<file path="src/rtl/vid_id_pkg.sv">
package vid_id_pkg;

    typedef enum logic [1:0] {
        ST_IDLE,
        ST_WAIT,
        ST_SEND
    } vid_state_t;

    // CRC over payload, payload[13] sent first; generator x^6 + x + 1, preset ones
    function automatic logic [5:0] crc6_calc(input logic [13:0] payload);
        logic [5:0] c;
        logic       fb;
        c = 6'h3F;
        for (int i = 13; i >= 0; i--) begin
            fb = payload[i] ^ c[5];
            c  = {c[4:0], fb} ^ {4'b0000, fb, 1'b0};
        end
        return c;
    endfunction

endpackage

</file>
<file path="src/rtl/vid_id_regs.sv">
module vid_id_regs (
    input  logic       clk,
    input  logic       rst_n,
    input  logic       wr_en,
    input  logic       wr_sel,
    input  logic [7:0] wr_data,
    input  logic       vsync,
    output logic [5:0] act_w0,
    output logic [7:0] act_w12
);
    logic [5:0] sh_w0;
    logic [7:0] sh_w12;
    logic       vs_q;
    logic       vs_rise;

    assign vs_rise = vsync & ~vs_q;

    always_ff @(posedge clk) begin
        if (!rst_n) begin
            sh_w0   <= '0;
            sh_w12  <= '0;
            act_w0  <= '0;
            act_w12 <= '0;
            vs_q    <= 1'b0;
        end else begin
            vs_q <= vsync;
            if (vs_rise) begin
                act_w0  <= sh_w0;
                act_w12 <= sh_w12;
            end
            if (wr_en) begin
                if (wr_sel) sh_w12 <= wr_data;
                else        sh_w0  <= wr_data[5:0];
            end
        end
    end
endmodule

</file>
<file path="src/rtl/vid_id_frame.sv">
module vid_id_frame
    import vid_id_pkg::*;
(
    input  logic [5:0]  w0,
    input  logic [7:0]  w12,
    output logic [19:0] frame
);
    logic [13:0] payload;

    // payload[13] is the first bit on the line
    for (genvar i = 0; i < 6; i++) begin : g_w0
        assign payload[13-i] = w0[i];
    end
    for (genvar j = 0; j < 8; j++) begin : g_w12
        assign payload[7-j] = w12[j];
    end

    assign frame = {payload, crc6_calc(payload)};
endmodule

</file>
<file path="src/rtl/vid_id_bit_timer.sv">
module vid_id_bit_timer #(
    parameter int BIT_INT  = 60,
    parameter int FRAC_NUM = 69,
    parameter int FRAC_DEN = 200
) (
    input  logic clk,
    input  logic rst_n,
    input  logic clr,
    input  logic run,
    output logic bit_end
);
    localparam int CW = $clog2(BIT_INT + 1);
    localparam int AW = $clog2(FRAC_DEN + FRAC_NUM);

    logic [CW-1:0] ccnt;
    logic [AW-1:0] acc;
    logic [AW-1:0] sum;
    logic          carry;
    logic [CW-1:0] last_c;

    always_comb begin
        sum     = acc + AW'(FRAC_NUM);
        carry   = (sum >= AW'(FRAC_DEN));
        last_c  = carry ? CW'(BIT_INT) : CW'(BIT_INT - 1);
        bit_end = run && (ccnt == last_c);
    end

    always_ff @(posedge clk) begin
        if (!rst_n || clr) begin
            ccnt <= '0;
            acc  <= '0;
        end else if (run) begin
            if (bit_end) begin
                ccnt <= '0;
                acc  <= carry ? (sum - AW'(FRAC_DEN)) : sum;
            end else begin
                ccnt <= ccnt + 1'b1;
            end
        end
    end
endmodule

</file>
<file path="src/rtl/vid_id_line_enc.sv">
module vid_id_line_enc
    import vid_id_pkg::*;
#(
    parameter int LINE_W    = 10,
    parameter int LINE_A    = 20,
    parameter int LINE_B    = 283,
    parameter int START_DLY = 302,
    parameter int BIT_INT   = 60,
    parameter int FRAC_NUM  = 69,
    parameter int FRAC_DEN  = 200
) (
    input  logic              clk,
    input  logic              rst_n,
    input  logic [LINE_W-1:0] line_num,
    input  logic              line_start,
    input  logic              vsync,
    input  logic              vid_en,
    input  logic              wr_en,
    input  logic              wr_sel,
    input  logic [7:0]        wr_data,
    output logic              vid_win,
    output logic              vid_lvl
);
    localparam int NBITS = 20;
    localparam int IW    = $clog2(NBITS);
    localparam int DW    = $clog2(START_DLY);

    vid_state_t    state, nxt;
    logic [5:0]    act_w0;
    logic [7:0]    act_w12;
    logic [19:0]   frame;
    logic [19:0]   shreg;
    logic [DW-1:0] dly_cnt;
    logic [IW-1:0] bit_idx;
    logic          bit_end;
    logic          hit;

    vid_id_regs u_regs (
        .clk(clk), .rst_n(rst_n), .wr_en(wr_en), .wr_sel(wr_sel),
        .wr_data(wr_data), .vsync(vsync), .act_w0(act_w0), .act_w12(act_w12)
    );

    vid_id_frame u_frame (.w0(act_w0), .w12(act_w12), .frame(frame));

    vid_id_bit_timer #(.BIT_INT(BIT_INT), .FRAC_NUM(FRAC_NUM), .FRAC_DEN(FRAC_DEN)) u_tmr (
        .clk(clk), .rst_n(rst_n), .clr(state == ST_WAIT),
        .run(state == ST_SEND), .bit_end(bit_end)
    );

    assign hit = line_start && vid_en &&
                 (line_num == LINE_W'(LINE_A) || line_num == LINE_W'(LINE_B));

    // next-state logic
    always_comb begin
        nxt = state;
        unique case (state)
            ST_IDLE: if (hit) nxt = ST_WAIT;
            ST_WAIT: if (dly_cnt == DW'(START_DLY - 1)) nxt = ST_SEND;
            ST_SEND: if (bit_end && bit_idx == IW'(NBITS - 1)) nxt = ST_IDLE;
            default: nxt = ST_IDLE;
        endcase
    end

    // state register
    always_ff @(posedge clk) begin
        if (!rst_n) state <= ST_IDLE;
        else        state <= nxt;
    end

    // datapath
    always_ff @(posedge clk) begin
        if (!rst_n) begin
            dly_cnt <= '0;
            bit_idx <= '0;
            shreg   <= '0;
        end else begin
            unique case (state)
                ST_IDLE: if (hit) begin
                    dly_cnt <= '0;
                    shreg   <= frame;
                end
                ST_WAIT: begin
                    dly_cnt <= dly_cnt + 1'b1;
                    bit_idx <= '0;
                end
                ST_SEND: if (bit_end) begin
                    shreg   <= {shreg[18:0], 1'b0};
                    bit_idx <= bit_idx + 1'b1;
                end
                default: ;
            endcase
        end
    end

    // outputs
    always_comb begin
        vid_win = (state == ST_SEND);
        vid_lvl = vid_win && shreg[19];
    end
endmodule

</file>
<file path="config.mk">
export PLATFORM = sky130hd
export DESIGN_NAME = vid_id_line_enc
export DESIGN_NICKNAME = d
export VERILOG_FILES = /design/src/rtl/vid_id_pkg.sv /design/src/rtl/vid_id_regs.sv /design/src/rtl/vid_id_frame.sv /design/src/rtl/vid_id_bit_timer.sv /design/src/rtl/vid_id_line_enc.sv
export SDC_FILE = /design/constraint.sdc
export NUM_CORES = 1
export LEC_CHECK = 0
export ABC_AREA = 1
export CORE_ASPECT_RATIO = 0.6
export CORE_MARGIN = 2
export CORE_UTILIZATION = 43
export DETAILED_ROUTE_END_ITERATION = 10
export GPL_TIMING_DRIVEN = 0
export RECOVER_POWER = 100
export SLEW_MARGIN = 20
export SYNTH_ARGS = -nofsm -noshare
export SYNTH_HDL_FRONTEND = slang
export SYNTH_SLANG_ARGS = --single-unit
</file>
<file path="constraint.sdc">
create_clock -name clk -period 2.85 [get_ports clk]
set_input_delay 0.7125 -clock clk [delete_from_list [all_inputs] [get_ports clk]]
set_output_delay 0.7125 -clock clk [all_outputs]
set_load 0.02 [all_outputs]
</file>
==> qor.csv, run 1 <==
metric,value,unit
Crit path largest cell delay,0.63,ns
Via-to-Cell Ratio,4.94,
Synth Area in XOR/XNOR,5.40,%
Max Slew Vio Count,0,
synthesized area,4220,sq um
Post-Route Utilization,52.2,%
CP top delay family,buffers and inverters,
Synth Flop Type,dfxtp_1,
final worst clock skew,0.00614,ns
# rows,27,
Overflow after GRT,0,
final setup vio count,0,
dpl cell area,4630,sq um
Startpoint Class,flip-flop,
pre-CTS setup slack,0.0835,ns
number of CTS-inserted buffers,9,
Clock Tree Buf Depth,2,
Hold Buf Count CTS,0,
Layout Nets,690,
hpwl dp,8080,um
Total Wirelength,10500,um
RSZ-0062 raised after global routing,false,
drt first pass iters,4,
Static Leak,2.23,nW
Post-Syn Area per Cell,6.77,sq um
"Distinct cells, synth",33,
Post-synth EDFFs,0,
largest net degree at the start of global routing,13,
Post-synth ARST share,0,%
WL/cell,13.2,um
initial antenna violation count,0,
max_cap viols,0,
area share of the largest cell type after synthesis,38.0,%
antenna-violating nets left,0,
routability cong.,0.813,
final setup margin,0.188,ns
crit path kind,flip-flop to output port,
GRT Total Usage,21.6,%
top post-synthesis cells by area,"dfxtp_1, nand2_1, nor2_1",
"Seq/Total Area, Yosys",38.0,%
CP endpoint kind,output port,
Peak supply drop,0.000299,V
Final Hold Viols,0,
P&R area growth vs syn,15.9,%
fmax,376,MHz
Initial DRC Count,271,
most frequent cells in the layout,"nand2_1, nor2_1, dfxtp_1",
DR vias,3909,
Cells after Synth,623,
antenna cells,0,
CP Cell Sequence,"inv_1, nor2_1, inv_1, nor2_1, clkdlybuf4s50_1",
clock root buffer,clkbuf_16,
DR DRC count,0,
first-pass GRT wire length,18100,um
Clock Latency Late Sink,0.34,ns
Ys Warns,0,
Mapped Nets,655,
Synth Area in Simple Gates,36.0,%
final period utilization,93.4,%
chip width,132,um
port buffer count,25,
"most common cell after layout, fill and taps aside",nand2_1,
WP data arrival,1.95,ns
Hold Path Class,flip-flop to flip-flop,
Slew @ Worst Pin,0.794,ns
worst path buffer plus inverter count,3,
Slew headroom,46.9,%
PnR Total Power,2.55,mW
status,"finished, final reports clean",
Seq cells post-synth,80,
P per Cell Area,522,nW/um^2
CORE AREA,9360,sq um
Starting Density,45.1,%
Sink Count,80,
mux cell area share after synthesis,0,%
"Slowest-stage cell, CP",clkdlybuf4s50_1,
I/O pin count,27,
largest family of logic cells by synthesized area,simple AND/OR/NAND/NOR gates,
CTS tree,yes,
die height,80.7,um
fraction of layout cells with a size suffix above 1,6.95,%
die area,10600,sq um
postcts setup bufs,0,
Compound-Gate Fraction of Synth Area,9.52,%
Yosys top cell by area,dfxtp_1,
Worst Path Required,2.14,ns
vias in the first global route,3557,
Post-Layout Inst Area,4890,sq um
min Tclk post-route,2.66,ns
clk slew on worst S/H paths,0.06,ns
maximum fanout along the worst path,16,
Adder-Cell Fraction of Synth Area,2.08,%
TNS Setup,0,ns
H-tree depth,3,
[report_power, final]
part           switching (mW)  internal, mW  leakage, nW  total [mW]
combinational           0.181         0.119         1.44       0.299
sequential             0.0238          1.15        0.650        1.17
clock                   0.448         0.630        0.134        1.08
total                   0.653          1.90         2.23        2.55
[layout make-up]
type,instances,area [sq um]
flip-flops and latches,80,1600
clock buffers,12,256
plain buffers,21,111
multi-input cells,451,2220
clock inverters,3,17.5
well taps,130,163
repair buffers,25,253
inverters,70,263
fillers,928,4470
[logic make-up after synthesis]
kind of cell             Yosys count
AO/OA/AOI/OAI                     78
adder cells (fa/ha/maj)            7
AND/OR/NAND/NOR                  340
XOR/XNOR                          26
flip-flops                        80
buffers and inverters             92
[synth_stat cells, drive strengths merged (8+ instances only)]
cell    number
clkbuf      14
or2          8
nand3       45
buf          8
nand4       12
a21oi       23
xor2        13
nor2       120
xnor2       13
inv         68
dfxtp       80
nand2      138
o21ai       49
[stage by stage]
| step | hold slack (ns) | std cells |
|---|---|---|
| final | 0.482 | 792 |
| after global routing | 0.513 | 792 |
| after CTS | 0.489 | 793 |
| after detailed placement | 0.473 | 778 |
| after global placement | 0.465 | 778 |
| after floorplan | 0.450 | 623 |
[final timing paths]
kind,from,endpoint,slack [ns],cells past startpoint
max,state[1],vid_lvl,0.19,5
min,u_regs.sh_w0[5],u_regs.act_w0[5],0.48,2
max reg2reg,u_tmr.acc[0],shreg[8],0.32,16
min reg2reg,u_regs.sh_w0[5],u_regs.act_w0[5],0.48,2
[timing repair]
| item | in CTS | in global routing |
|---|---|---|
| resized for setup | 2 | 2 |
| endpoints found under the hold margin | 0 | 0 |
| endpoints found under the setup margin | 1 | 2 |
[worst register-to-register path, delay by kind of cell (launching register included)]
family | cells | cell delay (ns)
flops | 1 | 0.40
simple gates | 11 | 1.35
buf+inv | 3 | 0.29
fa+ha+maj | 2 | 0.39
[sequential cells by signal (all words and copies together) (netlist names)]
register	flops
dly_cnt	9
shreg	20
u_tmr.acc	9
u_regs.vs_q	1
u_tmr.ccnt	6
state	2
u_regs.sh_w12	8
u_regs.act_w0	6
bit_idx	5
u_regs.sh_w0	6
u_regs.act_w12	8
[layer usage]
layer	wire, um	share of wire, %	up-vias	track usage, %
li1	-	-	2046	-
met1	5970	57	1750	34.1
met2	3660	35	105	28.5
met3	735	7.0	8	4.61
met4	93	0.89	0	5.65
met5	0	0	-	0
(Power assumes the default switching activity.)
==> inputs of run 2 (changes only) <==
--- a/config.mk
+++ b/config.mk
@@ -5,7 +5,6 @@
 export SDC_FILE = /design/constraint.sdc
 export NUM_CORES = 1
 export LEC_CHECK = 0
-export ABC_AREA = 1
 export CORE_ASPECT_RATIO = 0.6
 export CORE_MARGIN = 2
 export CORE_UTILIZATION = 43
==> run 2 against run 1 <==
Global-route usage fell by 0.79 points. Count of clock-buffer cells in the layout down 2. Hold slack worse by 0.025 ns. Synthesized cell count decreased by 17%. Area after synthesis down 1.2%. Clock skew fell by 0.00087 ns. Combinational power down 51%. Power barely moved. Cell count is 14% lower. Largest power group is now the clock network. Highest routed layer unchanged.
==> qor.csv, run 2 <==
metric,value,unit
pre-CTS setup slack,-0.376,ns
"Seq/Total Area, Yosys",38.4,%
flip-flop count of the largest register after layout,20,
Max Slew Vio Count,0,
clock root buffer,clkbuf_16,
Synth Flop Type,dfxtp_1,
status,"finished, final reports clean",
Final Hold Viols,0,
synthesized area,4170,sq um
antenna-violating nets left,0,
CORE AREA,9290,sq um
"most common cell after layout, fill and taps aside",nand2_1,
Worst Path Required,2.14,ns
clk slew on worst S/H paths,0.06,ns
Total Wirelength,10200,um
RSZ-0062 raised after global routing,true,
Seq cells post-synth,80,
Post-synth ARST share,0,%
Initial DRC Count,252,
Startpoint Class,flip-flop,
DR DRC count,0,
maximum fanout along the worst path,15,
final setup vio count,0,
port buffer count,23,
Starting Density,44.8,%
Layout Nets,579,
final setup margin,0.118,ns
vias in the first global route,3261,
Largest regs,"shreg (20), dly_cnt (9), u_tmr.acc (9)",
Cells after Synth,514,
final worst clock skew,0.00526,ns
final period utilization,95.8,%
Post-Route Utilization,53.3,%
FILL cells,867,
max_cap viols,0,
Switching Share,21.9,%
Static Leak,1.90,nW
Post-Syn Area per Cell,8.10,sq um
CTS tree,yes,
Overflow after GRT,0,
P&R area growth vs syn,18.9,%
Ys Warns,0,
die area,10500,sq um
Clk pwr share,49.4,%
chip width,131,um
drt first pass iters,4,
P per Cell Area,515,nW/um^2
WHS,0.457,ns
largest net degree at the start of global routing,16,
routability cong.,0.872,
CP endpoint kind,output port,
DR vias,3622,
P_sw,558,uW
Mapped Nets,546,
GRT Total Usage,20.8,%
number of CTS-inserted buffers,9,
fmax,366,MHz
largest reg by FF count,shreg,
crit path kind,flip-flop to output port,
Clock Latency Late Sink,0.34,ns
most frequent cells in the layout,"nand2_1, dfxtp_1, nand3_1",
hpwl dp,7680,um
die height,80.2,um
I/O pin count,27,
TNS Setup,0,ns
Slew headroom,61.1,%
WP data arrival,2.02,ns
Via-to-Cell Ratio,5.31,
Clock Tree Buf Depth,2,
Hold Path Class,flip-flop to flip-flop,
antenna cells,0,
initial antenna violation count,0,
postcts setup bufs,0,
top post-synthesis cells by area,"dfxtp_1, nand2_1, nand3_1",
dpl cell area,4560,sq um
most common cell in the netlist,nand2_1,
Post-Layout Inst Area,4950,sq um
"Distinct cells, synth",56,
Slew @ Worst Pin,0.584,ns
P_int,1.99,mW
fraction of layout cells with a size suffix above 1,9.24,%
Seq pwr share,44.8,%
H-tree depth,3,
area share of the largest cell type after synthesis,38.4,%
WL/cell,14.9,um
Yosys top cell by area,dfxtp_1,
synth cell count leaders,"nand2_1, dfxtp_1, nand3_1",
# rows,27,
first-pass GRT wire length,16500,um
Sink Count,80,
Post-synth EDFFs,0,
Combinational Power Share,5.7,%
Peak supply drop,0.000357,V
min Tclk post-route,2.73,ns
==> run 2: cell types whose count changed after synthesis, moves of 8 or more <==
cell      change
mux2i_1      +10
nand2_1      -16
o21ai_0      -39
nor2_1       -95
o21ai_1      +21
buf_2         +8
or3_1         +9
nor2b_1      +14
a21boi_0     +21
xor2_1        +9
inv_1        -59
==> run 2: path summary, 6_finish.rpt <==
kind / endpoint / slack (ns) / start / cells after the start
worst max register to register: u_tmr.acc[4] / 0.19 / u_tmr.acc[0] / 13
worst max-delay path: vid_lvl / 0.12 / state[1] / 5
worst min register to register: u_regs.sh_w12[3] / 0.46 / u_regs.sh_w12[3] / 2
worst min-delay path: u_regs.sh_w12[3] / 0.46 / u_regs.sh_w12[3] / 2
==> run 2: power groups by stage <==
stage | Sequential (mW) | Clock, mW | Combinational, mW
final | 1.14 | 1.26 | 0.146
after floorplan | 1.17 | 0 | 0.0872
after global placement | 1.17 | 0 | 0.142
after global routing | 1.15 | 1.35 | 0.161
after detailed placement | 1.17 | 0 | 0.145
after CTS | 1.14 | 1.29 | 0.147
==> run 2: stage by stage <==
step | std cells | power (mW)
2_1_floorplan | 514 | 1.25
3_3_place_gp | 667 | 1.31
3_5_place_dp | 667 | 1.31
4_1_cts | 682 | 2.58
5_1_grt | 682 | 2.66
6_report | 682 | 2.55
==> run 2: layout make-up <==
type	instances	area [sq um]	share of cell area [%]
Clock buffer	10	239	4.83
Clock inverter	6	92.6	1.87
Buffer	32	159	3.21
Sequential cell	80	1600	32.4
Timing Repair Buffer	23	230	4.65
Multi-Input combinational cell	394	2430	49.2
Tap cell	130	163	3.29
Inverter	7	28.8	0.581
==> run 2: layer usage <==
layer	track usage (%)	share of wire (%)	wire length (um)	up-vias
met5	0	0	0	-
met4	5.32	0.98	100	0
met3	6.00	5.6	566	7
met2	27.6	37	3770	80
met1	32.0	56	5730	1702
li1	-	-	-	1833
==> run 2: cell families after synthesis <==
group / Yosys count / share of synthesized area, %
fa+ha+maj: 7 / 2.10
simple gates: 233 / 26.0
xor+xnor: 42 / 8.83
buf+inv: 40 / 4.30
mux: 11 / 2.67
flops: 80 / 38.5
compound gates: 101 / 17.6
==> run 2: repair_timing <==
item / in CTS / in global routing
setup endpoints to repair: 16 / 42
gates resized for setup: 5 / 11
pin swaps: 0 / 2
hold buffers: 0 / 0
==> run 2: worst max-delay path, stage by stage (launching register included) <==
cell,delay [ns]
dfxtp_1,0.42
nand2b_1,0.08
clkbuf_2,0.21
inv_4,0.20
and2_1,0.17
clkdlybuf4s50_1,0.60
==> inputs of run 3 (changes only) <==
--- a/config.mk
+++ b/config.mk
@@ -5,9 +5,10 @@
 export SDC_FILE = /design/constraint.sdc
 export NUM_CORES = 1
 export LEC_CHECK = 0
-export CORE_ASPECT_RATIO = 0.6
+export CORE_ASPECT_RATIO = 1.2
 export CORE_MARGIN = 2
 export CORE_UTILIZATION = 43
+export CTS_CLUSTER_DIAMETER = 200
 export DETAILED_ROUTE_END_ITERATION = 10
 export GPL_TIMING_DRIVEN = 0
 export RECOVER_POWER = 100
==> run 3 against run 2 <==
Wire length shrank 8.0%. Register-to-register slack lost 0.02 ns. Power up 1.1%. Flip-flop and latch count is the same. First-iteration DRC count fell by 44%. Non-clock buffer count up 1. Sequential share of layout area stayed put. Sequential power hardly changed. Largest cell class unchanged. Global-route usage down 2.0 points. Cell count down 0.88%. Count of clock-buffer cells in the layout is 2 higher. Clock skew grew 0.00088 ns.
==> qor.csv, run 3 (synthesis results as in run 2) <==
metric,value,unit
status,"finished, final reports clean",
dpl cell area,4550,sq um
Slew @ Worst Pin,0.587,ns
pre-CTS setup slack,-0.348,ns
Worst Path Required,2.14,ns
vias in the first global route,3325,
largest net degree at the start of global routing,16,
H-tree depth,3,
I/O pin count,27,
most frequent cells in the layout,"nand2_1, dfxtp_1, nand3_1",
min Tclk post-route,2.68,ns
DR vias,3530,
final worst clock skew,0.00614,ns
Setup crit start,state[1],
chip width,93.8,um
Initial DRC Count,140,
flip-flop count of the largest register after layout,20,
fmax,373,MHz
antenna cells,0,
P per Cell Area,521,nW/um^2
die height,112,um
port buffer count,23,
Total Wirelength,9360,um
Startpoint Class,flip-flop,
# rows,39,
Clock Tree Buf Depth,2,
Peak supply drop,0.000466,V
CP Cell Sequence,"nand2b_2, inv_4, and2_1, dlygate4sd3_1",
first-pass GRT wire length,15800,um
initial antenna violation count,0,
Largest regs,"shreg (20), dly_cnt (9), u_tmr.acc (9)",
Hold Path Class,flip-flop to flip-flop,
Starting Density,44.0,%
Clock Latency Late Sink,0.34,ns
Critical R2R Launch,u_tmr.acc[0],
DR DRC count,0,
Overflow after GRT,0,
area of the multi-input gates,2430,sq um
CORE AREA,9470,sq um
"most common cell after layout, fill and taps aside",nand2_1,
Via-to-Cell Ratio,5.22,
Max Slew Vio Count,0,
"Slowest-stage cell, CP",dlygate4sd3_1,
CP top delay family,buffers and inverters,
GRT Total Usage,18.8,%
number of CTS-inserted buffers,9,
routability cong.,0.825,
fraction of layout cells with a size suffix above 1,9.22,%
WP data arrival,1.97,ns
register-to-register setup slack,0.17,ns
TNS Setup,0,ns
die area,10500,sq um
P&R area growth vs syn,18.9,%
FILL cells,952,
max_cap viols,0,
Slew headroom,60.9,%
Layout Nets,580,
largest reg by FF count,shreg,
antenna-violating nets left,0,
CTS tree,yes,
Hold Startpoint,u_regs.sh_w12[1],
CP endpoint kind,output port,
Static Leak,1.91,nW
Final Hold Viols,0,
Register Area,1600,sq um
clock root buffer,clkbuf_16,
final setup margin,0.167,ns
crit path kind,flip-flop to output port,
clk slew on worst S/H paths,0.06,ns
worst path buffer plus inverter count,2,
WL/cell,13.8,um
Post-Layout Inst Area,4950,sq um
maximum fanout along the worst path,15,
final setup vio count,0,
Post-Route Utilization,52.3,%
Sink Count,80,
hpwl dp,6840,um
Crit path largest cell delay,0.67,ns
final period utilization,94.1,%
drt first pass iters,4,
==> run 3: layout make-up <==
| cell class | instances | share of cell area, % |
|---|---|---|
| plain buffers | 31 | 3.06 |
| clock buffers | 12 | 5.38 |
| clock inverters | 4 | 1.52 |
| inverters | 7 | 0.581 |
| multi-input cells | 394 | 49.0 |
| flip-flops and latches | 80 | 32.4 |
| well taps | 123 | 3.11 |
| repair buffers | 25 | 4.95 |
==> run 3: per-stage QoR <==
stage                     total power [mW]  hold slack, ns  cells
after floorplan                       1.25           0.436    514
after CTS                             2.61           0.457    674
after global placement                1.31           0.445    660
after detailed placement              1.31           0.450    660
final                                 2.58           0.457    676
after global routing                  2.67           0.480    676
==> run 3: worst paths after layout <==
check | depth (start not counted) | to
setup reg to reg | 11 | bit_idx[3]
setup / recovery | 4 | vid_lvl
hold / removal | 2 | u_regs.sh_w12[1]
hold reg to reg | 2 | u_regs.sh_w12[1]
==> run 3: repair_timing <==
item / CTS / global route
hold buffers: 0 / 0
hold endpoints to repair: 0 / 0
pin swaps: 0 / 1
resized for setup: 5 / 7
buffers inserted: 0 / 2
setup endpoints to repair: 23 / 42
==> run 3: layer usage <==
metal	wire length (um)	up-vias	track usage (%)
li1	-	1835	-
met3	209	12	3.38
met1	4410	1647	24.4
met4	139	0	6.28
met2	4600	36	31.4
met5	0	-	0
==> run 3: worst min-delay path, delay by kind of cell, from the launching register on <==
kind	cells	cell delay, ns
compound gates	1	0.05
simple gates	1	0.05
flops	1	0.31
==> run 3: power breakdown <==
part	internal (mW)	total, mW	leakage (nW)	switching, mW
clock network	0.839	1.29	0.161	0.455
registers	1.13	1.14	0.648	0.0115
logic	0.0675	0.142	1.10	0.0748
total	2.04	2.58	1.91	0.541
